[config.mk]
export PLATFORM = sky130hd
export DESIGN_NAME = padport_top
export DESIGN_NICKNAME = d
export VERILOG_FILES = /design/src/rtl/padport_pkg.sv /design/src/rtl/padport_phase.sv /design/src/rtl/padport_strobe.sv /design/src/rtl/padport_reader.sv /design/src/rtl/padport_irq.sv /design/src/rtl/padport_top.sv
export SDC_FILE = /design/constraint.sdc
export NUM_CORES = 1
export LEC_CHECK = 0
export BUFFER_PORTS_ARGS = -buffer_cell sky130_fd_sc_hd__buf_2
export CORE_ASPECT_RATIO = 0.75
export CORE_UTILIZATION = 46
export DETAILED_ROUTE_END_ITERATION = 8
export GPL_TIMING_DRIVEN = 0
export PLACE_DENSITY = 0.82
export SYNTH_ARGS = -nofsm -noshare
export SYNTH_HDL_FRONTEND = slang
export SYNTH_HIERARCHICAL = 1
export SYNTH_SLANG_ARGS = --single-unit
[constraint.sdc]
create_clock -name clk -period 4.1 [get_ports clk]
set_input_delay 1.025 -clock clk [delete_from_list [all_inputs] [get_ports clk]]
set_output_delay 1.025 -clock clk [all_outputs]
set_load 0.03 [all_outputs]
[src/rtl/padport_pkg.sv]
package padport_pkg;

    // Address width of the CPU bus.
    localparam int ADDR_W  = 16;
    // Low bits of a port read that come from the pad path.
    localparam int PATH_W  = 5;
    // Bit of the status byte that carries the interrupt flag.
    localparam int IRQ_BIT = 6;
    // Width of the decoded port index.
    localparam int PIDX_W  = 4;

    typedef enum logic [1:0] {
        ACC_IDLE = 2'd0,
        ACC_STAT = 2'd1,
        ACC_PORT = 2'd2,
        ACC_STRB = 2'd3
    } acc_e;

    typedef struct packed {
        acc_e              kind;
        logic [PIDX_W-1:0] idx;
    } acc_t;

    // Classify one bus cycle into the access the block must serve.
    function automatic acc_t decode_acc(
        input logic [ADDR_W-1:0] addr,
        input logic              rd,
        input logic              wr,
        input logic [ADDR_W-1:0] port_base,
        input logic [ADDR_W-1:0] stat_addr,
        input int                nports
    );
        acc_t r;
        r.kind = ACC_IDLE;
        r.idx  = '0;
        if (wr && addr == port_base) begin
            r.kind = ACC_STRB;
        end else if (rd && addr == stat_addr) begin
            r.kind = ACC_STAT;
        end else if (rd) begin
            for (int i = 0; i < nports; i++) begin
                if (addr == port_base + ADDR_W'(i)) begin
                    r.kind = ACC_PORT;
                    r.idx  = PIDX_W'(i);
                end
            end
        end
        return r;
    endfunction

endpackage

[src/rtl/padport_phase.sv]
module padport_phase (
    input  logic clk,
    input  logic rst,
    output logic put_q
);
    // Free-running get/put parity, get first after reset.
    always_ff @(posedge clk) begin
        if (rst) put_q <= 1'b0;
        else     put_q <= ~put_q;
    end
endmodule

[src/rtl/padport_strobe.sv]
module padport_strobe (
    input  logic clk,
    input  logic rst,
    input  logic in_get,
    input  logic wr_hit,
    input  logic wr_bit,
    output logic latch_q
);
    logic pend_q;
    logic val_q;

    always_ff @(posedge clk) begin
        if (rst) begin
            pend_q  <= 1'b0;
            val_q   <= 1'b0;
            latch_q <= 1'b0;
        end else if (in_get) begin
            // get -> put boundary: release the newest strobe level
            if (wr_hit)      latch_q <= wr_bit;
            else if (pend_q) latch_q <= val_q;
            pend_q <= 1'b0;
        end else if (wr_hit) begin
            pend_q <= 1'b1;
            val_q  <= wr_bit;
        end
    end


    strobe_phase_chk: assert property (@(posedge clk) disable iff (rst)
        !$stable(latch_q) |-> $past(in_get));


    strobe_defer_chk: assert property (@(posedge clk) disable iff (rst)
        (wr_hit && !in_get) |=> $stable(latch_q));
endmodule

[src/rtl/padport_reader.sv]
module padport_reader (
    input  logic clk,
    input  logic rst,
    input  logic hit,
    input  logic pad_bit,
    output logic bit_o,
    output logic clk_o
);
    logic prev_q;
    logic held_q;

    // A repeat read returns the captured bit instead of the live pad bit.
    assign bit_o = prev_q ? held_q : pad_bit;

    always_ff @(posedge clk) begin
        if (rst) begin
            prev_q <= 1'b0;
            held_q <= 1'b0;
            clk_o  <= 1'b0;
        end else begin
            prev_q <= hit;
            clk_o  <= hit && !prev_q;
            if (hit && !prev_q) held_q <= pad_bit;
        end
    end


    clk_after_read_chk: assert property (@(posedge clk) disable iff (rst)
        clk_o |-> $past(hit));


    repeat_noclk_chk: assert property (@(posedge clk) disable iff (rst)
        (hit && $past(hit)) |=> !clk_o);


    repeat_hold_chk: assert property (@(posedge clk) disable iff (rst)
        (hit && $past(hit)) |-> (bit_o == $past(bit_o)));
endmodule

[src/rtl/padport_irq.sv]
module padport_irq (
    input  logic clk,
    input  logic rst,
    input  logic in_put,
    input  logic set_i,
    input  logic stat_rd,
    output logic flag_q
);
    logic clr_pend_q;

    always_ff @(posedge clk) begin
        if (rst) begin
            flag_q     <= 1'b0;
            clr_pend_q <= 1'b0;
        end else begin
            if (set_i)                             flag_q <= 1'b1;
            else if (in_put && (clr_pend_q || stat_rd)) flag_q <= 1'b0;
            if (in_put)       clr_pend_q <= 1'b0;
            else if (stat_rd) clr_pend_q <= 1'b1;
        end
    end


    irq_clear_phase_chk: assert property (@(posedge clk) disable iff (rst)
        $fell(flag_q) |-> $past(in_put));


    irq_set_wins_chk: assert property (@(posedge clk) disable iff (rst)
        set_i |=> flag_q);
endmodule

[src/rtl/padport_top.sv]
module padport_top #(
    parameter int          NUM_PORTS = 2,
    parameter int          DATA_W    = 8,
    parameter logic [15:0] PORT_BASE = 16'h4016,
    parameter logic [15:0] STAT_ADDR = 16'h4015
) (
    input  logic                 clk,
    input  logic                 rst,
    input  logic [15:0]          cpu_addr,
    input  logic                 cpu_rd,
    input  logic                 cpu_wr,
    input  logic [DATA_W-1:0]    cpu_wdata,
    input  logic                 frame_irq_set,
    input  logic [NUM_PORTS-1:0] pad_bit,
    output logic [DATA_W-1:0]    rd_data,
    output logic                 pad_latch,
    output logic [NUM_PORTS-1:0] pad_clk,
    output logic                 frame_irq,
    output logic                 cyc_put
);
    import padport_pkg::*;

    localparam int OPEN_W = DATA_W - PATH_W;

    acc_t                 acc;
    logic [NUM_PORTS-1:0] hit_v;
    logic [NUM_PORTS-1:0] bit_v;
    logic [OPEN_W-1:0]    open_q;
    logic                 sel_bit;
    logic                 unused_wbits;

    assign acc          = decode_acc(cpu_addr, cpu_rd, cpu_wr, PORT_BASE, STAT_ADDR, NUM_PORTS);
    assign unused_wbits = ^cpu_wdata[PATH_W-1:1];

    padport_phase u_phase (
        .clk   (clk),
        .rst   (rst),
        .put_q (cyc_put)
    );

    padport_strobe u_strobe (
        .clk     (clk),
        .rst     (rst),
        .in_get  (!cyc_put),
        .wr_hit  (acc.kind == ACC_STRB),
        .wr_bit  (cpu_wdata[0]),
        .latch_q (pad_latch)
    );

    padport_irq u_irq (
        .clk     (clk),
        .rst     (rst),
        .in_put  (cyc_put),
        .set_i   (frame_irq_set),
        .stat_rd (acc.kind == ACC_STAT),
        .flag_q  (frame_irq)
    );

    for (genvar g = 0; g < NUM_PORTS; g++) begin : g_port
        assign hit_v[g] = (acc.kind == ACC_PORT) && (acc.idx == PIDX_W'(g));
        padport_reader u_rd (
            .clk     (clk),
            .rst     (rst),
            .hit     (hit_v[g]),
            .pad_bit (pad_bit[g]),
            .bit_o   (bit_v[g]),
            .clk_o   (pad_clk[g])
        );
    end

    // Upper bits of a port read echo the last byte the CPU drove.
    always_ff @(posedge clk) begin
        if (rst)         open_q <= '0;
        else if (cpu_wr) open_q <= cpu_wdata[DATA_W-1:PATH_W];
    end

    always_comb begin
        sel_bit = 1'b0;
        for (int i = 0; i < NUM_PORTS; i++) begin
            if (hit_v[i]) sel_bit = bit_v[i];
        end
    end

    always_comb begin
        rd_data = '0;
        case (acc.kind)
            ACC_STAT: rd_data[IRQ_BIT] = frame_irq;
            ACC_PORT: rd_data = {open_q, {(PATH_W-1){1'b0}}, sel_bit};
            default:  rd_data = '0;
        endcase
    end


    pad_clk_onehot_chk: assert property (@(posedge clk) disable iff (rst)
        $onehot0(pad_clk));


    idle_zero_chk: assert property (@(posedge clk) disable iff (rst)
        !cpu_rd |-> (rd_data == '0));
endmodule

==> results.cfg, run 1 <==
[detailed_routing]
vias = 686
drtPass1Iterations = 2
drc = 0
finalWirelength_mm = 1.58
vias_per_cell = 4.90
wire_per_inst_um = 11.3
ant_nets = 0
drtIter0Drc = 9

[power_and_ir_drop]
peakVddDrop_mv = 0.209
total_power_uw = 277
power_leakage_uw = 0.000513
p_per_area_nw_per_um2 = 266

[synth]
synth_flop_cell = dfxtp_1
synth-seq-cells = 15
synth_edf_count = 0
synthArstFlopShare_pct = 0
ys_seq_area_share_pct = 37.2
yosys.area.top_type = dfxtp_1
synth_top_area_share_pct = 37.2
ys_types = 30
yosys_warnings = 6
synth_cells = 78
syn_area_um2 = 807
avgSynthCellArea_um2 = 10.3
synthTopCellsByArea = dfxtp_1 (37%), mux2i_1 (6.2%), nor4_4 (5.3%), nand2b_1 (3.9%), nor2b_1 (3.9%)

[sta]
whs_ns = 0.475
period_needed_ns = 3.50
fin_skew_ns = 0.000611
rsz0062_at_grt = no
period_share_pct = 85.3
timing.fmax_mhz = 286
maxSlewViolCount = 0
hold_viol = 0
tns_ns = 0
setup_violations = 0

[clock_tree]
cts_sinks = 15
htreeDepth = 1
clock_latency_ns = 0.28
cts_tree = built
root_buffer = clkbuf_4
post_cts_buffers = 0
clock_path_buffers = 2
hold_buffers = 0
numCtsBuffers = 3
clkTransAtPathRegs_ns = 0.09
cts.repair.resized = 0

[grt]
track_usage_pct = 18.1
grt_antenna_before_repair = 0
grt_pass1_wl_mm = 2.52
grt_max_degree = 16
grt_pass1_vias = 588
overflow = 0

[final_layout]
stdcell_count = 140
syn2layout_area_growth_pct = 29.1
fillers = 149
final_cell_mix = buf_2 (34), dfxtp_1 (15), nor2_1 (8)
drive_above_1_share_pct = 45.4
diodes = 0
final_common_cell = buf_2
finalNetCount = 151

[setup_path]
crit_path_frequent_cell = buf_2
cpPeakStageDelay_ns = 0.57
endpoint_kind = output port
cp_cell_sequence = buf_2 -> or4b_4 -> nor4_4 -> and3_1 -> buf_2
cp-start-kind = primary input
arrival_ns = 2.47
cpMaxStageDelayCell = or4b_4
crit_path_max_fanout = 5
critical_path_class = in -> out
rrSetupSlack_ns = 3.06
critPathRequiredTime_ns = 3.07

[placement]
dp.cells = 136
dp_hpwl_mm = 1.31
gp_congestion = 0.670
portBuffers = 34

[die]
core_um2 = 1560
fp.dieW_um = 50.4
start_util_pct = 51.7
die_area_um2 = 1930
ioPinCount = 44
die_h_um = 38.3
rows = 12

[run]
cap_viol_max_count = 0

[outcome]
outcome = completed

[hold_path]
min_path_type = reg -> reg
-- state kept, by name (all words and copies together), names as in the netlist --
name and flops:
open_q 3, u_irq/flag_q 1, g_port.u_rd/held_q 2, g_port.u_rd/clk_o 2
u_strobe/pend_q 1, u_strobe/val_q 1, u_strobe/latch_q 1, u_irq/clr_pend_q 1
u_phase/put_q 1, g_port.u_rd/prev_q 2
-- layer usage --
| metal | routed length (um) | vias up | global-route usage, % |
|---|---|---|---|
| li1 | - | 349 | - |
| met2 | 870 | 18 | 35.7 |
| met5 | 0 | - | 0 |
| met4 | 0 | 0 | 4.17 |
| met1 | 627 | 319 | 19.0 |
| met3 | 81 | 0 | 5.95 |
-- final cells by class --
type                            instances  area, um^2  area share, %
Multi-Input combinational cell         58         473           45.4
Sequential cell                        15         300           28.8
Timing Repair Buffer                   34         170           16.3
Buffer                                  5        33.8           3.24
Tap cell                               21        26.3           2.52
Clock buffer                            3        22.5           2.16
Inverter                                3        11.3           1.08
Clock inverter                          1        5.00          0.480
-- logic make-up (layout without fill, tap and decap cells) --
kind of cell	Yosys count	after routing	synth area share (%)
AND/OR/NAND/NOR	40	40	39.1
AO/OA/AOI/OAI	7	7	7.75
multiplexers	7	7	9.92
flip-flops	15	15	37.2
other	1	4	0.465
buffers and inverters	8	46	5.58
-- worst paths after layout --
path / startpoint / to / cells after the start
worst max-delay path: cpu_addr[15] / rd_data[5] / 5
worst min-delay path: u_strobe/latch_q / u_strobe/latch_q / 2
worst min register to register: u_strobe/latch_q / u_strobe/latch_q / 2
worst max register to register: u_phase/put_q / u_strobe/val_q / 4
-- worst max-delay path, delay by kind of cell --
| family | cells | cell delay [ns] |
|---|---|---|
| buffers and inverters | 2 | 0.29 |
| AND/OR/NAND/NOR | 3 | 1.16 |
-- synth_stat cells, types with 2 or more instances --
| cell | n |
|---|---|
| inv_1 | 3 |
| nor4_4 | 2 |
| and3_1 | 4 |
| nand4bb_1 | 2 |
| nor2_1 | 8 |
| nor2b_1 | 5 |
| mux2_4 | 2 |
| and2b_1 | 2 |
| dfxtp_1 | 15 |
| mux2i_1 | 5 |
| buf_4 | 4 |
| or4b_4 | 2 |
| nand2b_1 | 5 |
| o21ai_1 | 2 |
| nor2b_4 | 2 |
-- power by group --
group | total (uW) | internal (uW) | switching, uW
Combinational | 43.0 | 20.2 | 22.9
Sequential | 151 | 149 | 2.26
Clock | 82.8 | 36.2 | 46.6
-- stage by stage --
stage          utilization, %  setup slack [ns]  instance area (um^2)
2_1_floorplan               -             0.663                   818
3_5_place_dp             65.0             0.631                  1010
3_3_place_gp             65.0             0.645                  1010
4_1_cts                  66.7             0.638                  1040
6_report                 66.7             0.604                  1040
5_1_grt                  66.7             0.578                  1040
Power figures use the tool's default switching activity.
==> run 2: changes to the inputs <==
- CTS_BUF_LIST: default -> sky130_fd_sc_hd__clkbuf_16
==> run 2 against run 1 <==
- register-to-register slack improved by 0.02 ns
- largest cell class unchanged
- via count rose by 1.5%
- clock skew increased by 0.0040 ns
- largest power group is now clock
- non-clock buffer count is the same
==> results.cfg, run 2 (synthesis gave the netlist of run 1 again) <==
[detailed_routing]
drtPass1Iterations = 4
drc = 0
drtIter0Drc = 12
wire_per_inst_um = 11.5
vias_per_cell = 4.97
ant_nets = 0
vias = 696
finalWirelength_mm = 1.61

[final_layout]
drive_above_1_share_pct = 45.4
syn2layout_area_growth_pct = 35.7
final_cell_mix = buf_2 (34), dfxtp_1 (15), nor2_1 (8)
final_common_cell = buf_2
finalNetCount = 151
largest_register = open_q
largest_reg_flops = 3
diodes = 0

[setup_path]
endpoint_kind = output port
crit_buf_inv = 2
crit_family = simple AND/OR/NAND/NOR gates
cp_cell_sequence = buf_2 -> or4b_4 -> nor4_4 -> and3_1 -> buf_2
critical_path_class = in -> out
rr_worst_depth = 4
crit_path_frequent_cell = buf_2
crit_path_max_fanout = 5
r2r_end = u_strobe/val_q
cpMaxStageDelayCell = or4b_4
critPathRequiredTime_ns = 3.07
rrSetupSlack_ns = 3.08
cp-start-kind = primary input
reg2reg_from = u_phase/put_q
arrival_ns = 2.47
cp_num_cells = 5
cpPeakStageDelay_ns = 0.57

[sta]
hold_viol = 0
fin_skew_ns = 0.00461
setup_violations = 0
rsz0062_at_grt = no
maxSlewViolCount = 0
tns_ns = 0
period_share_pct = 85.2
period_needed_ns = 3.50
timing.fmax_mhz = 286

[clock_tree]
cts.repair.resized = 0
cts_tree = built
numCtsBuffers = 3
clock_path_buffers = 2
cts_sinks = 15
hold_buffers = 0
root_buffer = clkbuf_16
htreeDepth = 1
post_cts_buffers = 0
clkTransAtPathRegs_ns = 0.05
clock_latency_ns = 0.24

[hold_path]
min_path_type = reg -> reg
worstHoldStart = u_strobe/latch_q
hold_depth = 2
whs_endpoint = u_strobe/latch_q

[power_and_ir_drop]
internal_power_uw = 299
total_power_uw = 381
power_leakage_uw = 0.000537
clock_power_share_pct = 48.9
p_comb_share_pct = 11.3
peakVddDrop_mv = 0.447
switchingPower_uw = 81.6
p_seq_share_pct = 39.8
switching_share_pct = 21.4
p_per_area_nw_per_um2 = 348

[grt]
track_usage_pct = 18.8
grt_pass1_vias = 611
grt_pass1_wl_mm = 2.59
grt_max_degree = 16
grt_antenna_before_repair = 0
overflow = 0

[placement]
portBuffers = 34
gp_congestion = 0.670
dp_hpwl_mm = 1.31

[die]
core_um2 = 1560
fp.dieW_um = 50.4
die_h_um = 38.3
rows = 12
die_area_um2 = 1930
ioPinCount = 44
start_util_pct = 51.7

[outcome]
outcome = completed

[run]
cap_viol_max_count = 0
==> run 2: cell counts in the layout (fill, tap and decap cells not counted) <==
No cell type changed its count.
==> run 2: power groups by stage <==
stage / combinational, uW / sequential [uW] / clock (uW)
after floorplan: 21.6 / 157 / 0
after global placement: 41.5 / 154 / 0
after detailed placement: 43.1 / 154 / 0
after CTS: 43.2 / 152 / 191
after global routing: 46.6 / 152 / 199
final: 43.1 / 152 / 186
==> run 2: worst reg2reg max path, cell delays in order, from the launching register on <==
cell and delay (ns):
dfxtp_1 0.39, inv_1 0.11, nor2b_1 0.15, mux2i_1 0.20, nor2_1 0.05
==> run 2: area by class of cell <==
cell class,count,area (um^2)
sequential,15,300
inverter,3,11.3
clock inverter,1,5.00
buffer,5,33.8
timing repair buffer,34,170
clock buffer,3,75.1
fill,140,467
multi-input combinational,58,473
tap,21,26.3
==> run 2: stage by stage <==
step	instances	area (um^2)	hold WS (ns)	util, %	setup WS (ns)
after global routing	140	1090	0.483	70.1	0.581
after floorplan	81	818	0.441	-	0.663
final	140	1090	0.469	70.1	0.605
after CTS	140	1090	0.474	70.1	0.630
after detailed placement	136	1010	0.465	65.0	0.631
after global placement	136	1010	0.452	65.0	0.645
==> run 2: metal layers <==
metal,routed length (um),share of wire [%],track usage (%),vias up
met5,0,0,0,-
met4,8,0.50,6.25,0
met3,92,5.7,5.95,2
met2,884,55,37.0,20
met1,626,39,19.3,325
li1,-,-,-,349
==> run 2: how the worst max path moves through the flow <==
stage	to	slack, ns	from
final	rd_data[5]	0.60	cpu_addr[15]
after global routing	rd_data[5]	0.58	cpu_addr[15]
after CTS	rd_data[5]	0.63	cpu_addr[15]
after detailed placement	rd_data[5]	0.63	cpu_addr[15]
after global placement	rd_data[0]	0.65	cpu_addr[15]
after floorplan	rd_data[0]	0.66	cpu_addr[15]
==> run 3: changes to the inputs <==
- CORE_UTILIZATION: 46 -> 39
- PLACE_DENSITY: 0.82 -> 0.74
- SYNTH_HIERARCHICAL: 1 -> default
- clock period: 4.1 -> 3.02 ns (I/O delays scaled with it)
==> run 3 against run 2 <==
- register-to-register slack got worse by 1.2 ns
- synthesized area increased by 0.62%
- core utilization decreased by 11 points
- non-clock buffer count increased by 4
- synthesized cell count increased by 13%
- worst setup slack got worse by 0.49 ns
- total power increased by 39%
- clock-buffer cell count unchanged
- critical path depth increased by 2
- global-route usage decreased by 0.98 points
- largest power group unchanged
==> results.cfg, run 3 <==
[detailed_routing]
drtPass1Iterations = 4
drtIter0Drc = 26
vias_per_cell = 5.23
wire_per_inst_um = 12.1
ant_nets = 0
drc = 0
finalWirelength_mm = 1.82
vias = 785

[grt]
track_usage_pct = 17.9
grt_pass1_vias = 673
grt_antenna_before_repair = 0
grt_pass1_wl_mm = 2.90
grt_max_degree = 11
overflow = 0

[die]
fp.dieW_um = 54.7
die_area_um2 = 2270
ioPinCount = 44
die_h_um = 41.5
core_um2 = 1840
rows = 13
start_util_pct = 44.2

[setup_path]
critPathRequiredTime_ns = 2.26
endpoint_kind = output port
cpMaxStageDelayCell = nor4b_4
crit_path_max_fanout = 7
crit_family = simple AND/OR/NAND/NOR gates
cpPeakStageDelay_ns = 0.32
rrSetupSlack_ns = 1.84
cp_cell_sequence = buf_2 -> nor4b_4 -> and4_2 -> buf_2 -> and4b_1 -> a32o_1 -> buf_2
arrival_ns = 2.15
crit_buf_inv = 3
crit_path_frequent_cell = buf_2
cp-start-kind = primary input
critical_path_class = in -> out

[synth]
ys_seq_area_share_pct = 37.0
yosys.area_share.simple_pct = 33.3
syn_area_um2 = 812
synth-compound-area-share_pct = 12.3
yosys_warnings = 0
synth_flop_cell = dfxtp_1
synth_top_family_by_area = simple AND/OR/NAND/NOR gates
synth-adder-area-share_pct = 0
synthTopCellsByCount = dfxtp_1 (15), nor2_1 (8), a21oi_1 (6), buf_4 (6)
synthTopCellsByArea = dfxtp_1 (37%), nor4b_4 (8.8%), mux2i_1 (6.2%), buf_4 (5.5%), a21oi_1 (3.7%)
synth_most_common_cell = dfxtp_1
synth_edf_count = 0
synthArstFlopShare_pct = 0
synth_cells = 88
muxShareOfSynthArea_pct = 7.55
synth-seq-cells = 15
synth_top_area_share_pct = 37.0
ys_types = 33
synth_xor_area_share_pct = 0
yosys.area.top_type = dfxtp_1
avgSynthCellArea_um2 = 9.23

[clock_tree]
clkTransAtPathRegs_ns = 0.05
clock_latency_ns = 0.25
cts.repair.resized = 0
cts_sinks = 15
post_cts_buffers = 0
numCtsBuffers = 3
htreeDepth = 1
hold_buffers = 0
root_buffer = clkbuf_16
cts_tree = built
clock_path_buffers = 2

[placement]
dp_hpwl_mm = 1.40
portBuffers = 33
gp_congestion = 0.719

[sta]
hold_viol = 0
fin_skew_ns = 0.00141
period_share_pct = 96.3
setup_violations = 0
maxSlewViolCount = 0
tns_ns = 0
timing.fmax_mhz = 344
period_needed_ns = 2.91
rsz0062_at_grt = no

[power_and_ir_drop]
clock_power_share_pct = 47.9
internal_power_uw = 408
switchingPower_uw = 121
power_leakage_uw = 0.000523
p_comb_share_pct = 12.8
peakVddDrop_mv = 0.355
p_seq_share_pct = 39.3
switching_share_pct = 22.9
p_per_area_nw_per_um2 = 483

[final_layout]
largest_reg_flops = 3
final_util_pct = 59.6
diodes = 0
final_common_cell = buf_2
drive_above_1_share_pct = 38.3
syn2layout_area_growth_pct = 34.8
final_cell_mix = buf_2 (34), dfxtp_1 (15), nor2_1 (8), a21oi_1 (6), buf_4 (6)
largest_register = open_q
finalNetCount = 160

[hold_path]
min_path_type = reg -> reg

[run]
cap_viol_max_count = 0

[outcome]
outcome = completed
==> run 3: changes by cell type after synthesis, sizes merged, moves of 4 or more <==
cell    delta
nor3       +4
nand4      +4
nand2b     -4
nor2b      -6
a21oi      +6
==> run 3: final timing paths <==
check,start,end,cells past startpoint
hold / removal,u_irq.clr_pend_q,u_irq.flag_q,1
setup / recovery,cpu_addr[5],rd_data[6],7
hold reg to reg,u_irq.clr_pend_q,u_irq.flag_q,1
setup reg to reg,u_phase.put_q,u_strobe.latch_q,4
==> run 3: layer usage <==
layer	share of wire, %	routed length, um	track usage, %
met1	46	843	24.4
met2	44	809	24.8
met3	7.3	133	6.96
met4	1.8	32	6.67
met5	0	0	0
==> run 3: kinds of logic (layout without fill, tap and decap cells) <==
logic type             Yosys count  in the layout
other                            1              4
AND/OR/NAND/NOR                 37             37
multiplexers                     6              6
AO/OA/AOI/OAI                   15             15
flip-flops                      15             15
buffers and inverters           14             51
==> run 3: cell type report <==
type                            instances  area (um^2)
Buffer                                 10         61.3
Inverter                                4         15.0
Sequential cell                        15          300
Multi-Input combinational cell         62          447
Timing Repair Buffer                   33          165
Tap cell                               22         27.5
Clock buffer                            3         75.1
Clock inverter                          1         3.75
Fill cell                             175          743
==> run 3: power by group through the flow <==
stage	Clock, uW	Combinational [uW]	Sequential (uW)
finish	254	67.7	208
global route	263	73.5	208
CTS	257	67.4	208
detailed placement	0	67.1	212
global placement	0	65.6	211
floorplan	0	35.0	215
==> run 3: through the flow <==
stage / power [uW] / hold WS, ns / cell area (um^2) / instances / setup slack (ns)
finish: 529 / 0.450 / 1090 / 150 / 0.110
global route: 545 / 0.490 / 1090 / 150 / 0.0175
CTS: 532 / 0.458 / 1090 / 150 / 0.106
detailed placement: 279 / 0.450 / 1020 / 146 / 0.116
global placement: 277 / 0.439 / 1020 / 146 / 0.107
floorplan: 250 / 0.424 / 823 / 91 / 0.294
